==> config.mk <==
export PLATFORM = sky130hd
export DESIGN_NAME = con_io_regs
export DESIGN_NICKNAME = d
export VERILOG_FILES = /design/src/rtl/con_pkg.sv /design/src/rtl/con_addr_dec.sv /design/src/rtl/con_kbd_port.sv /design/src/rtl/con_dsp_port.sv /design/src/rtl/con_io_regs.sv
export SDC_FILE = /design/constraint.sdc
export NUM_CORES = 1
export LEC_CHECK = 0
export ABC_AREA = 1
export BUFFER_PORTS_ARGS = -buffer_cell sky130_fd_sc_hd__buf_2
export CAP_MARGIN = 20
export CORE_AREA = 4 4 58 60
export CTS_CLUSTER_DIAMETER = 50
export DETAILED_ROUTE_END_ITERATION = 10
export DIE_AREA = 0 0 62 64
export PLACE_DENSITY_LB_ADDON = 0.05
export RECOVER_POWER = 50
export SETUP_SLACK_MARGIN = 0.4
export SLEW_MARGIN = 30
export SYNTH_ARGS = -nofsm -noshare
export SYNTH_HDL_FRONTEND = slang
export SYNTH_SLANG_ARGS = --single-unit
==> constraint.sdc <==
create_clock -name clk -period 1.7 [get_ports clk]
set_clock_uncertainty 0.1 [all_clocks]
set_input_delay 0.085 -clock clk [delete_from_list [all_inputs] [get_ports clk]]
set_output_delay 0.085 -clock clk [all_outputs]
set_load 0.1 [all_outputs]
==> src/rtl/con_pkg.sv <==
package con_pkg;
    typedef enum logic [0:0] {
        KB_EMPTY = 1'b0,
        KB_FULL  = 1'b1
    } kb_state_t;

    typedef enum logic [0:0] {
        DSP_IDLE = 1'b0,
        DSP_SEND = 1'b1
    } dsp_state_t;

    typedef enum logic [2:0] {
        SEL_NONE  = 3'd0,
        SEL_KSTAT = 3'd1,
        SEL_KDATA = 3'd2,
        SEL_DSTAT = 3'd3,
        SEL_DDATA = 3'd4
    } reg_sel_t;
endpackage

==> src/rtl/con_addr_dec.sv <==
module con_addr_dec
    import con_pkg::*;
#(
    parameter int          ADDR_W     = 16,
    parameter logic [15:0] KSTAT_ADDR = 16'hFE00,
    parameter logic [15:0] KDATA_ADDR = 16'hFE02,
    parameter logic [15:0] DSTAT_ADDR = 16'hFE04,
    parameter logic [15:0] DDATA_ADDR = 16'hFE06
) (
    input  logic [ADDR_W-1:0] addr,
    output reg_sel_t          sel
);
    always_comb begin
        if (addr == ADDR_W'(KSTAT_ADDR))      sel = SEL_KSTAT;
        else if (addr == ADDR_W'(KDATA_ADDR)) sel = SEL_KDATA;
        else if (addr == ADDR_W'(DSTAT_ADDR)) sel = SEL_DSTAT;
        else if (addr == ADDR_W'(DDATA_ADDR)) sel = SEL_DDATA;
        else                                  sel = SEL_NONE;
    end
endmodule

==> src/rtl/con_kbd_port.sv <==
module con_kbd_port
    import con_pkg::*;
#(
    parameter int CHAR_W = 8
) (
    input  logic              clk,
    input  logic              rst_n,
    input  logic              src_valid,
    input  logic [CHAR_W-1:0] src_char,
    output logic              src_ready,
    input  logic              data_rd,
    input  logic              stat_wr,
    input  logic              ie_in,
    output logic              full,
    output logic              ie,
    output logic [CHAR_W-1:0] char_q
);
    kb_state_t state_q, state_d;

    always_comb begin
        state_d = state_q;
        unique case (state_q)
            KB_EMPTY: if (src_valid) state_d = KB_FULL;
            KB_FULL:  if (data_rd)   state_d = KB_EMPTY;
            default:                 state_d = KB_EMPTY;
        endcase
    end

    always_ff @(posedge clk) begin
        if (!rst_n) begin
            state_q <= KB_EMPTY;
            char_q  <= '0;
            ie      <= 1'b0;
        end else begin
            state_q <= state_d;
            if (state_q == KB_EMPTY && src_valid) char_q <= src_char;
            if (stat_wr) ie <= ie_in;
        end
    end

    always_comb begin
        src_ready = 1'b0;
        full      = 1'b0;
        unique case (state_q)
            KB_EMPTY: src_ready = 1'b1;
            KB_FULL:  full      = 1'b1;
            default: ;
        endcase
    end
endmodule

==> src/rtl/con_dsp_port.sv <==
module con_dsp_port
    import con_pkg::*;
#(
    parameter int CHAR_W = 8
) (
    input  logic              clk,
    input  logic              rst_n,
    input  logic              data_wr,
    input  logic [CHAR_W-1:0] wr_char,
    input  logic              stat_wr,
    input  logic              ie_in,
    output logic              sink_valid,
    output logic [CHAR_W-1:0] sink_char,
    input  logic              sink_ready,
    output logic              rdy,
    output logic              ie
);
    dsp_state_t state_q, state_d;
    logic [CHAR_W-1:0] char_q;

    always_comb begin
        state_d = state_q;
        unique case (state_q)
            DSP_IDLE: if (data_wr)    state_d = DSP_SEND;
            DSP_SEND: if (sink_ready) state_d = DSP_IDLE;
            default:                  state_d = DSP_IDLE;
        endcase
    end

    always_ff @(posedge clk) begin
        if (!rst_n) begin
            state_q <= DSP_IDLE;
            char_q  <= '0;
            ie      <= 1'b0;
        end else begin
            state_q <= state_d;
            if (state_q == DSP_IDLE && data_wr) char_q <= wr_char;
            if (stat_wr) ie <= ie_in;
        end
    end

    always_comb begin
        sink_valid = 1'b0;
        rdy        = 1'b0;
        unique case (state_q)
            DSP_IDLE: rdy        = 1'b1;
            DSP_SEND: sink_valid = 1'b1;
            default: ;
        endcase
    end

    assign sink_char = char_q;
endmodule

==> src/rtl/con_io_regs.sv <==
module con_io_regs
    import con_pkg::*;
#(
    parameter int          ADDR_W     = 16,
    parameter int          DATA_W     = 16,
    parameter int          CHAR_W     = 8,
    parameter logic [15:0] KSTAT_ADDR = 16'hFE00,
    parameter logic [15:0] KDATA_ADDR = 16'hFE02,
    parameter logic [15:0] DSTAT_ADDR = 16'hFE04,
    parameter logic [15:0] DDATA_ADDR = 16'hFE06
) (
    input  logic              clk,
    input  logic              rst_n,
    input  logic [ADDR_W-1:0] bus_addr,
    input  logic              bus_rd,
    input  logic              bus_wr,
    input  logic [DATA_W-1:0] bus_wdata,
    output logic [DATA_W-1:0] bus_rdata,
    input  logic              kbd_valid,
    input  logic [CHAR_W-1:0] kbd_char,
    output logic              kbd_ready,
    output logic              dsp_valid,
    output logic [CHAR_W-1:0] dsp_char,
    input  logic              dsp_ready
);
    localparam int RDY_BIT = DATA_W - 1;
    localparam int IE_BIT  = DATA_W - 2;
    localparam int PAD_W   = DATA_W - CHAR_W;

    reg_sel_t sel;
    logic kb_full, kb_ie, dp_rdy, dp_ie;
    logic [CHAR_W-1:0] kb_char_q;
    logic unused_wdata;

    assign unused_wdata = ^{bus_wdata[RDY_BIT], bus_wdata[IE_BIT-1:CHAR_W]};

    con_addr_dec #(
        .ADDR_W(ADDR_W), .KSTAT_ADDR(KSTAT_ADDR), .KDATA_ADDR(KDATA_ADDR),
        .DSTAT_ADDR(DSTAT_ADDR), .DDATA_ADDR(DDATA_ADDR)
    ) u_dec (
        .addr(bus_addr),
        .sel (sel)
    );

    con_kbd_port #(.CHAR_W(CHAR_W)) u_kbd (
        .clk      (clk),
        .rst_n    (rst_n),
        .src_valid(kbd_valid),
        .src_char (kbd_char),
        .src_ready(kbd_ready),
        .data_rd  (bus_rd && sel == SEL_KDATA),
        .stat_wr  (bus_wr && sel == SEL_KSTAT),
        .ie_in    (bus_wdata[IE_BIT]),
        .full     (kb_full),
        .ie       (kb_ie),
        .char_q   (kb_char_q)
    );

    con_dsp_port #(.CHAR_W(CHAR_W)) u_dsp (
        .clk       (clk),
        .rst_n     (rst_n),
        .data_wr   (bus_wr && sel == SEL_DDATA),
        .wr_char   (bus_wdata[CHAR_W-1:0]),
        .stat_wr   (bus_wr && sel == SEL_DSTAT),
        .ie_in     (bus_wdata[IE_BIT]),
        .sink_valid(dsp_valid),
        .sink_char (dsp_char),
        .sink_ready(dsp_ready),
        .rdy       (dp_rdy),
        .ie        (dp_ie)
    );

    always_comb begin
        bus_rdata = '0;
        if (bus_rd) begin
            unique case (sel)
                SEL_KSTAT: begin
                    bus_rdata[RDY_BIT] = kb_full;
                    bus_rdata[IE_BIT]  = kb_ie;
                end
                SEL_KDATA: bus_rdata = {{PAD_W{1'b0}}, kb_char_q};
                SEL_DSTAT: begin
                    bus_rdata[RDY_BIT] = dp_rdy;
                    bus_rdata[IE_BIT]  = dp_ie;
                end
                SEL_DDATA: bus_rdata = {{PAD_W{1'b0}}, dsp_char};
                default:   bus_rdata = '0;
            endcase
        end
    end
endmodule

**After elaboration in Yosys (flattened, before gate mapping)**

Cells that the tools add are included.
W data, S select, Z words.

- Bits in registers: 20
- Input bits: 46
- Output and inout port bits: 26

- Equal/unequal tests: 8
- Mux-type cells: 17
- Bitwise gates (word level): 2
- Reduce and logical (&&, ||, !) cells: 6

Operator list:

| cell | count |
|---|---|
| $eq A16 B16 Y1 const B | 4 |
| $mux W16 | 1 |
| $pmux W8 S2 | 1 |
| $mux W3 | 4 |
| $mux W1 | 8 |
| $eq A3 B2 Y1 const B | 2 |
| $logic_and A1 B1 Y1 | 6 |
| $pmux W1 S2 | 2 |
| $pmux W2 S2 | 1 |
| $eq A3 B1 Y1 const B | 1 |
| $eq A3 B3 Y1 const B | 1 |
| $not A1 Y1 | 2 |

**Depth between registers and ports, before layout**

Gate-level depths: netlist of run 1.

- Word-level depth: 9
- Depth in mapped cells: 9

**By module**

A second synthesis of run 1 with hierarchy kept.

- Cells, all modules: 214
- Area total of the unflattened synthesis: 1301.2 um^2

By module, submodules not included:

| module | times used | cells each | area each (um^2) | seq. area each (um^2) |
|---|---|---|---|---|
| con_dsp_port | 1 | 62 | 430.4 | 200.2 |
| con_kbd_port | 1 | 62 | 430.4 | 200.2 |
| con_io_regs | 1 | 52 | 291.5 | 0.0 |
| con_addr_dec | 1 | 38 | 148.9 | 0.0 |

**Least setup slack after synthesis of run 1**

OpenSTA, ideal clock, no wires.

- Path type: register -> output
- From: register u_dsp.state_q
- To: output bus_rdata[15]
- Arrival time: 2.509 ns
- Data required time: 1.515 ns
- Setup slack: -0.994 ns
- Stages on the path, launching flop included: 4
- Buffers on the path: 0
- Cell sequence: dfxtp_1 -> clkinv_1 -> nand4_1 -> a21oi_1

- Longest elaborated chain between the ends: 3

RTL lines:

| item | line | source |
|---|---|---|
| start: declaration | con_dsp_port.sv:18 | `dsp_state_t state_q, state_d;` |
| start signal: assignment | con_dsp_port.sv:36 | `state_q <= state_d;` |
| $mux W1 | con_dsp_port.sv:45 | `unique case (state_q)` |
| $pmux W2 S2 | con_io_regs.sv:76 | `unique case (sel)` |
| $mux W16 | con_io_regs.sv:75 | `if (bus_rd) begin` |
| end: declaration | con_io_regs.sv:18 | `output logic [DATA_W-1:0] bus_rdata,` |

No other way between the ends.

**Worst setup path in the final report of run 1**

- From: input bus_addr[1]
- To: output bus_rdata[3]

- Longest elaborated chain between the ends: 8

RTL lines:

| item | line | source |
|---|---|---|
| start: declaration | con_io_regs.sv:14 | `input logic [ADDR_W-1:0] bus_addr,` |
| $eq A16 B16 Y1 | con_addr_dec.sv:17 | `else if (addr == ADDR_W'(DDATA_ADDR)) sel = SEL_DDATA;` |
| $mux W3 | con_addr_dec.sv:17 |  |
| $mux W3 | con_addr_dec.sv:16 | `else if (addr == ADDR_W'(DSTAT_ADDR)) sel = SEL_DSTAT;` |
| $mux W3 | con_addr_dec.sv:15 | `else if (addr == ADDR_W'(KDATA_ADDR)) sel = SEL_KDATA;` |
| $mux W3 (*) | con_addr_dec.sv:14 | `if (addr == ADDR_W'(KSTAT_ADDR)) sel = SEL_KSTAT;` |
| $eq A3 B3 Y1 or $eq A3 B2 Y1 (tied branches) | con_io_regs.sv:76 |  |
| $pmux W8 S2 (*) | con_io_regs.sv:76 |  |
| $mux W16 (*) | con_io_regs.sv:75 |  |

Every way passes the cells marked *; elsewhere a longest branch is shown, timed or not.

==> impl_metrics.env, run 1 <==
export IMPL_status="finished clean"
export IMPL_rrSetupSlack_ns=0.42
export IMPL_rr_worst_depth=5
export IMPL_power_density_nw_per_um2=435
export IMPL_critical_path_class="in2out"
export IMPL_synth_cell_types=19
export IMPL_antenna_found_initial=0
export IMPL_yosysSeqAreaShare=0.310
export IMPL_drt_pass1_iter_count=4
export IMPL_worstSetupPathDepth=10
export IMPL_slew_headroom=0.628
export IMPL_slew_viol_final=0
export IMPL_grt_start_max_net_pins=18
export IMPL_final_area_um2=2420
export IMPL_num_vias=1655
export IMPL_max_stage_delay_ns=0.19
export IMPL_p_int_mw=0.718
export IMPL_wirelength_um=4220
export IMPL_fin_crit_ns=1.49
export IMPL_ys_seq_elements=20
export IMPL_cts_sinks=20
export IMPL_place_area_um2=1910
export IMPL_postRouteAntennaNets=0
export IMPL_synthMuxAreaShare=0
export IMPL_grt_total_usage=0.208
export IMPL_required_ns=1.51
export IMPL_io_pins=72
export IMPL_timing_worst_slew_pin_value_ns=0.560
export IMPL_avgSynthCellArea_um2=6.09
export IMPL_switching_share=0.319
export IMPL_dp_hpwl_um=2630
export IMPL_placementRows=20
export IMPL_post_place_ws_ns=0.183
export IMPL_final_hold_violation_count=0
export IMPL_cp_cell_sequence="buf_2, nor2_4, nand2_2, inv_1, nand2_2, nand2_2, nor2_4, nand4_1, nand2_4, buf_12"
export IMPL_start_util=0.441
export IMPL_maxCapViolCount=0
export IMPL_gr_total_overflow=0
export IMPL_cts_root_buf="clkbuf_4"
export IMPL_seq_power_share=0.471
export IMPL_fin_crit_sh=0.878
export IMPL_p_switching_mw=0.336
export IMPL_area_growth_synth_to_final_pct=87.6
export IMPL_min_path_type="in2reg"
export IMPL_clockBufferDepth=2
export IMPL_diodes=0
export IMPL_wl_per_cell_um=12.5
export IMPL_critPathCapture="bus_rdata[3]"
export IMPL_irDropWorstVdd_mv=0.621
export IMPL_final_nets=352
export IMPL_synthAdderAreaFrac=0
export IMPL_power_leakage_nw=1.23
export IMPL_dp_cells=300
export IMPL_syn_area_um2=1290
export IMPL_htreeDepth=1
export IMPL_r2r_end="u_kbd.char_q[3]$_SDFFE_PN0P_"
export IMPL_worstPathArrival_ns=1.31
export IMPL_cpMostUsedCell="nand2_2"
export IMPL_timing_setup_tns_ns=0
export IMPL_grt_pass1_vias=1517
export IMPL_insertion_delay_ns=0.30
export IMPL_io_buffers=58
export IMPL_worst_slack_ns=0.208
export IMPL_core_um2=2930
export IMPL_synthXorXnorAreaFrac=0
export IMPL_drt_iter0_drc=77
export IMPL_rr_startpoint="u_kbd.state_q$_SDFF_PN0_"
export IMPL_synth_simple_gate_area_share=0.466
export IMPL_grt_pass1_wl_um=6390
export IMPL_synth_warnings=0
export IMPL_crit_fanout=8
export IMPL_synth_compound_area_frac=0.0610
export IMPL_final_cells=338
export IMPL_cp_startpoint="bus_addr[1]"
export IMPL_die_width_um=62
export IMPL_fin_hold_ws_ns=0.0114
export IMPL_synth_top_family_by_area="simple AND/OR/NAND/NOR gates"
export IMPL_rsz0062_at_grt="yes"
export IMPL_setup_violations=0
export IMPL_drive_gt1_frac=0.479
export IMPL_drc=0
export IMPL_clkPwrFrac=0.265
export IMPL_cp_top_family="simple AND/OR/NAND/NOR gates"
export IMPL_vias_per_cell=4.90
export IMPL_cp_num_buf_inv=3
export IMPL_fmax_ghz=0.670
export IMPL_gp_congestion=0.845
export IMPL_dieArea_um2=3970
export IMPL_critPathSlowestCell="nor2_4"
export IMPL_cts_tree="yes"
export IMPL_combPwrFrac=0.264
export IMPL_cts_buffers=3
export IMPL_clkTransAtPathRegs_ns=0.11
export IMPL_startpoint_type="input port"
export IMPL_synthCells=212
export IMPL_die_y_um=64
export IMPL_critPathCaptureType="output port"
-- worst min path at each step --
stage / start / slack [ns] / cells past startpoint / to
3_3_place_gp: kbd_char[4] / 0.23 / 3 / u_kbd.char_q[4]$_SDFFE_PN0P_
6_report: bus_wdata[7] / 0.01 / 5 / u_dsp.sink_char[7]$_SDFFE_PN0P_
4_1_cts: bus_wdata[7] / 0.0002 / 5 / u_dsp.sink_char[7]$_SDFFE_PN0P_
3_5_place_dp: kbd_char[4] / 0.24 / 3 / u_kbd.char_q[4]$_SDFFE_PN0P_
5_1_grt: bus_wdata[0] / 0.02 / 5 / u_dsp.sink_char[0]$_SDFFE_PN0P_
2_1_floorplan: rst_n / 0.12 / 2 / u_kbd.char_q[0]$_SDFFE_PN0P_
-- cell usage after synthesis --
cell type / n / area (um2)
dfxtp_1: 20 / 400
nand3_1: 3 / 15.0
nand2_1: 55 / 206
nand2_2: 1 / 6.26
a21oi_2: 1 / 8.76
o21ai_0: 8 / 40.0
nor2_2: 2 / 12.5
clkinv_1: 1 / 3.75
nor2_1: 37 / 139
conb_1: 1 / 3.75
a21oi_1: 6 / 30.0
nand4_1: 20 / 125
nand3_2: 3 / 30.0
or2_2: 1 / 6.26
nor2_4: 4 / 45.0
buf_4: 6 / 45.0
clkbuf_1: 2 / 7.51
inv_1: 40 / 150
nor3_4: 1 / 16.3
-- state kept, by name, indices dropped and copies added, names as in the netlist --
name / count
u_dsp.ie: 1
u_dsp.sink_char: 8
u_dsp.state_q: 1
u_kbd.char_q: 8
u_kbd.ie: 1
u_kbd.state_q: 1
-- power groups by stage --
stage / logic (mW) / registers [mW] / clock network (mW)
2_1_floorplan: 0.165 / 0.504 / 0
6_report: 0.278 / 0.497 / 0.279
3_3_place_gp: 0.220 / 0.507 / 0
5_1_grt: 0.301 / 0.499 / 0.303
4_1_cts: 0.266 / 0.497 / 0.288
3_5_place_dp: 0.223 / 0.508 / 0
-- metal layers --
layer | share of wire | track usage | vias up | wire, um
li1 | - | - | 840 | -
met1 | 0.41 | 0.260 | 745 | 1750
met2 | 0.49 | 0.348 | 58 | 2070
met3 | 0.064 | 0.0525 | 12 | 269
met4 | 0.030 | 0.0477 | 0 | 127
met5 | 0 | 0 | - | 0
-- cell usage in the layout (no fill, tap or decap), types with 11 or more instances in the layout --
cell,n
inv_1,33
nand2_1,29
nand4_1,20
nand2_4,16
dfxtp_1,11
buf_12,12
buf_2,32
nand2_2,11
nor2_1,29
nor2_4,11
buf_4,17
dlygate4sd3_1,16
-- what timing repair did --
action | in CTS | in global routing
hold endpoints to repair | 17 | 0
pin swaps | 15 | 23
cloned | 0 | 0
setup endpoints to repair | 12 | 27
setup buffers | 13 | 5
hold buffers | 16 | 0
resized for setup | 28 | 28
-- worst register-to-register path, stage by stage (launching register included) --
cell and delay, ns:
dfxtp_1 0.41, clkinvlp_2 0.14, nand2_1 0.28, inv_4 0.10
nor2_1 0.11, nor2_1 0.05
-- kinds of logic after synthesis --
kind of cell | count (synthesis)
simple gates | 127
other cells | 1
buf+inv | 49
compound gates | 15
flops | 20
-- metrics by stage --
| stage | util | total power, mW |
|---|---|---|
| finish | 0.827 | 1.05 |
| global route | 0.827 | 1.10 |
| CTS | 0.796 | 1.05 |
| detailed placement | 0.652 | 0.731 |
| global placement | 0.652 | 0.728 |
| floorplan | - | 0.669 |
-- final cells by class --
class	count	area [um2]
multi-input combinational	148	956
timing repair buffer	92	807
fill	194	505
sequential	20	414
inverter	41	168
tap	33	41.3
clock buffer	4	36.3
Note: power is estimated with default switching activity, not from simulation.
==> run 2: changes to the inputs <==
- ABC_AREA: 1 -> default
- CORE_AREA: 4 4 58 60 -> 4 4 55 57
- DIE_AREA: 0 0 62 64 -> 0 0 59 61
==> impl_metrics.env, run 2 <==
export IMPL_status="finished, violations left"
export IMPL_violations="setup timing"
export IMPL_drc=0
export IMPL_grt_start_max_net_pins=30
export IMPL_setup_violations=11
export IMPL_fin_crit_sh=1.17
export IMPL_post_place_ws_ns=-0.368
export IMPL_ys_seq_elements=20
export IMPL_wirelength_um=3350
export IMPL_avgSynthCellArea_um2=9.22
export IMPL_final_cell_mix="buf_2 (36), nand2_1 (22), dlygate4sd3_1 (20), dfxtp_1 (19), mux2i_1 (17)"
export IMPL_synth_common_cells="nand2_1 (22), dfxtp_1 (20), mux2i_1 (18)"
export IMPL_die_width_um=59
export IMPL_grt_pass1_vias=1200
export IMPL_synth_compound_area_frac=0.0984
export IMPL_cts_tree="yes"
export IMPL_yosysTopAreaCellShare=0.384
export IMPL_power_leakage_nw=0.929
export IMPL_insertion_delay_ns=0.31
export IMPL_drt_iter0_drc=17
export IMPL_cts_buffers=3
export IMPL_grt_total_usage=0.199
export IMPL_fillCellCount=147
export IMPL_dp_hpwl_um=2250
export IMPL_synth_edf_count=0
export IMPL_die_y_um=61
export IMPL_diodes=0
export IMPL_dp_cells=208
export IMPL_slew_viol_final=0
export IMPL_worst_slack_ns=-0.291
export IMPL_synth_flop_cell="dfxtp_1"
export IMPL_rr_worst_depth=4
export IMPL_slew_headroom=0.617
export IMPL_antenna_found_initial=0
export IMPL_maxCapViolCount=0
export IMPL_drive_gt1_frac=0.493
export IMPL_crit_fanout=5
export IMPL_rrSetupSlack_ns=0.19
export IMPL_postRouteAntennaNets=0
export IMPL_worstPathArrival_ns=1.81
export IMPL_layout_commonest_cell="buf_2"
export IMPL_start_util=0.421
export IMPL_placementRows=18
export IMPL_timing_worst_slew_pin_value_ns=0.575
export IMPL_fin_hold_ws_ns=0.112
export IMPL_synthCells=113
export IMPL_required_ns=1.51
export IMPL_async_flop_share=0
export IMPL_place_area_um2=1660
export IMPL_wl_per_cell_um=14.1
export IMPL_synthAdderAreaFrac=0
export IMPL_yosysSeqAreaShare=0.384
export IMPL_startpoint_type="input port"
export IMPL_final_cells=237
export IMPL_utilization=0.819
export IMPL_num_vias=1133
export IMPL_rr_startpoint="u_kbd.state_q$_SDFF_PN0_"
export IMPL_min_delay_start="rst_n"
export IMPL_drt_pass1_iter_count=3
export IMPL_syn_area_um2=1040
export IMPL_io_buffers=58
export IMPL_gr_total_overflow=0
export IMPL_cts_sinks=20
export IMPL_io_pins=72
export IMPL_yosysMostFrequentCell="nand2_1"
export IMPL_fin_crit_ns=1.99
export IMPL_yosysTopAreaCell="dfxtp_1"
export IMPL_htreeDepth=1
export IMPL_hold_depth=2
export IMPL_grt_pass1_wl_um=5350
export IMPL_synth_top_family_by_area="simple AND/OR/NAND/NOR gates"
export IMPL_synth_area_leaders="dfxtp_1 (38%), mux2i_1 (17%), nand2_1 (7.9%)"
export IMPL_critPathCaptureType="output port"
export IMPL_critical_path_class="in2out"
export IMPL_power_density_nw_per_um2=500
export IMPL_vias_per_cell=4.78
export IMPL_clkTransAtPathRegs_ns=0.12
export IMPL_synthXorXnorAreaFrac=0
export IMPL_area_growth_synth_to_final_pct=94.7
export IMPL_synthMuxAreaShare=0.173
export IMPL_final_area_um2=2030
export IMPL_min_path_type="in2reg"
export IMPL_rsz0062_at_grt="yes"
export IMPL_synth_simple_gate_area_share=0.258
export IMPL_final_nets=254
export IMPL_r2r_end="u_kbd.char_q[3]$_SDFFE_PN0P_"
export IMPL_synth_cell_types=25
export IMPL_irDropWorstVdd_mv=0.608
export IMPL_fmax_ghz=0.502
export IMPL_cts_root_buf="clkbuf_4"
export IMPL_synth_warnings=0
export IMPL_clockBufferDepth=2
export IMPL_gp_congestion=0.759
export IMPL_min_to="u_dsp.state_q$_SDFF_PN0_"
export IMPL_dieArea_um2=3600
export IMPL_final_hold_violation_count=0
export IMPL_core_um2=2480
==> run 2: cell count changes after synthesis, moves of 3 or more <==
cell / previous run / this run
nor2_1: 37 / 3
nor2b_1: 0 / 9
nor2_4: 4 / 0
inv_1: 40 / 4
nand4_1: 20 / 1
mux2i_1: 0 / 18
o21ai_0: 8 / 1
nand3_2: 3 / 0
nand2_1: 55 / 22
nand3_1: 3 / 0
a21oi_1: 6 / 1
a22o_1: 0 / 8
==> run 2: worst max-delay path, stage by stage <==
cell and delay (ns):
buf_6 0.09, or4_4 0.52, or4_4 0.47, nor3_4 0.17, buf_6 0.16, a22o_4 0.14, buf_12 0.16
==> run 2: per-stage QoR <==
step | total power, mW | setup TNS, ns
3_3_place_gp | 0.682 | -6.03
6_report | 1.01 | -2.73
2_1_floorplan | 0.633 | -3.82
4_1_cts | 1.02 | -2.77
3_5_place_dp | 0.688 | -6.28
5_1_grt | 1.05 | -3.32
==> run 2: per-layer routing <==
| metal | wire length [um] | track usage | share of wire |
|---|---|---|---|
| met5 | 0 | 0 | 0 |
| met1 | 1330 | 0.228 | 0.40 |
| met3 | 151 | 0.0319 | 0.045 |
| met2 | 1830 | 0.377 | 0.55 |
| met4 | 44 | 0.0583 | 0.013 |
==> run 2: cell families after synthesis <==
logic type,Yosys count
simple gates,46
mux,18
compound gates,13
other cells,1
flops,20
buf+inv,15
==> run 2: cell type report <==
| cell class | instances | area (um2) | share of cell area |
|---|---|---|---|
| tap | 30 | 37.5 | 0.0185 |
| clock buffer | 4 | 36.3 | 0.0179 |
| multi-input combinational | 83 | 719 | 0.354 |
| sequential | 20 | 402 | 0.198 |
| inverter | 4 | 15.0 | 0.00740 |
| timing repair buffer | 96 | 820 | 0.404 |
==> run 2: timing repair <==
action / in CTS / in global routing
hold endpoints to repair: 20 / 0
hold buffers: 20 / 0
resized for setup: 27 / 5
setup buffers: 2 / 2
pin swaps: 6 / 2
gates cloned: 1 / 0
setup endpoints to repair: 32 / 26
==> run 2: power breakdown <==
part	switching [mW]	internal, mW	leakage [nW]
Sequential	0.0112	0.482	0.163
Combinational	0.135	0.0982	0.745
Clock	0.157	0.131	0.0210
==> run 2: worst max-delay path by stage <==
| stage | from | endpoint | slack [ns] | depth (start not counted) |
|---|---|---|---|---|
| after floorplan | bus_addr[5] | bus_rdata[0] | -0.38 | 4 |
| after global placement | bus_addr[5] | bus_rdata[6] | -0.36 | 7 |
| after detailed placement | bus_addr[5] | bus_rdata[6] | -0.37 | 7 |
| after CTS | bus_addr[5] | bus_rdata[5] | -0.30 | 7 |
| after global routing | bus_addr[5] | bus_rdata[5] | -0.33 | 7 |
| final | bus_addr[5] | bus_rdata[5] | -0.29 | 7 |
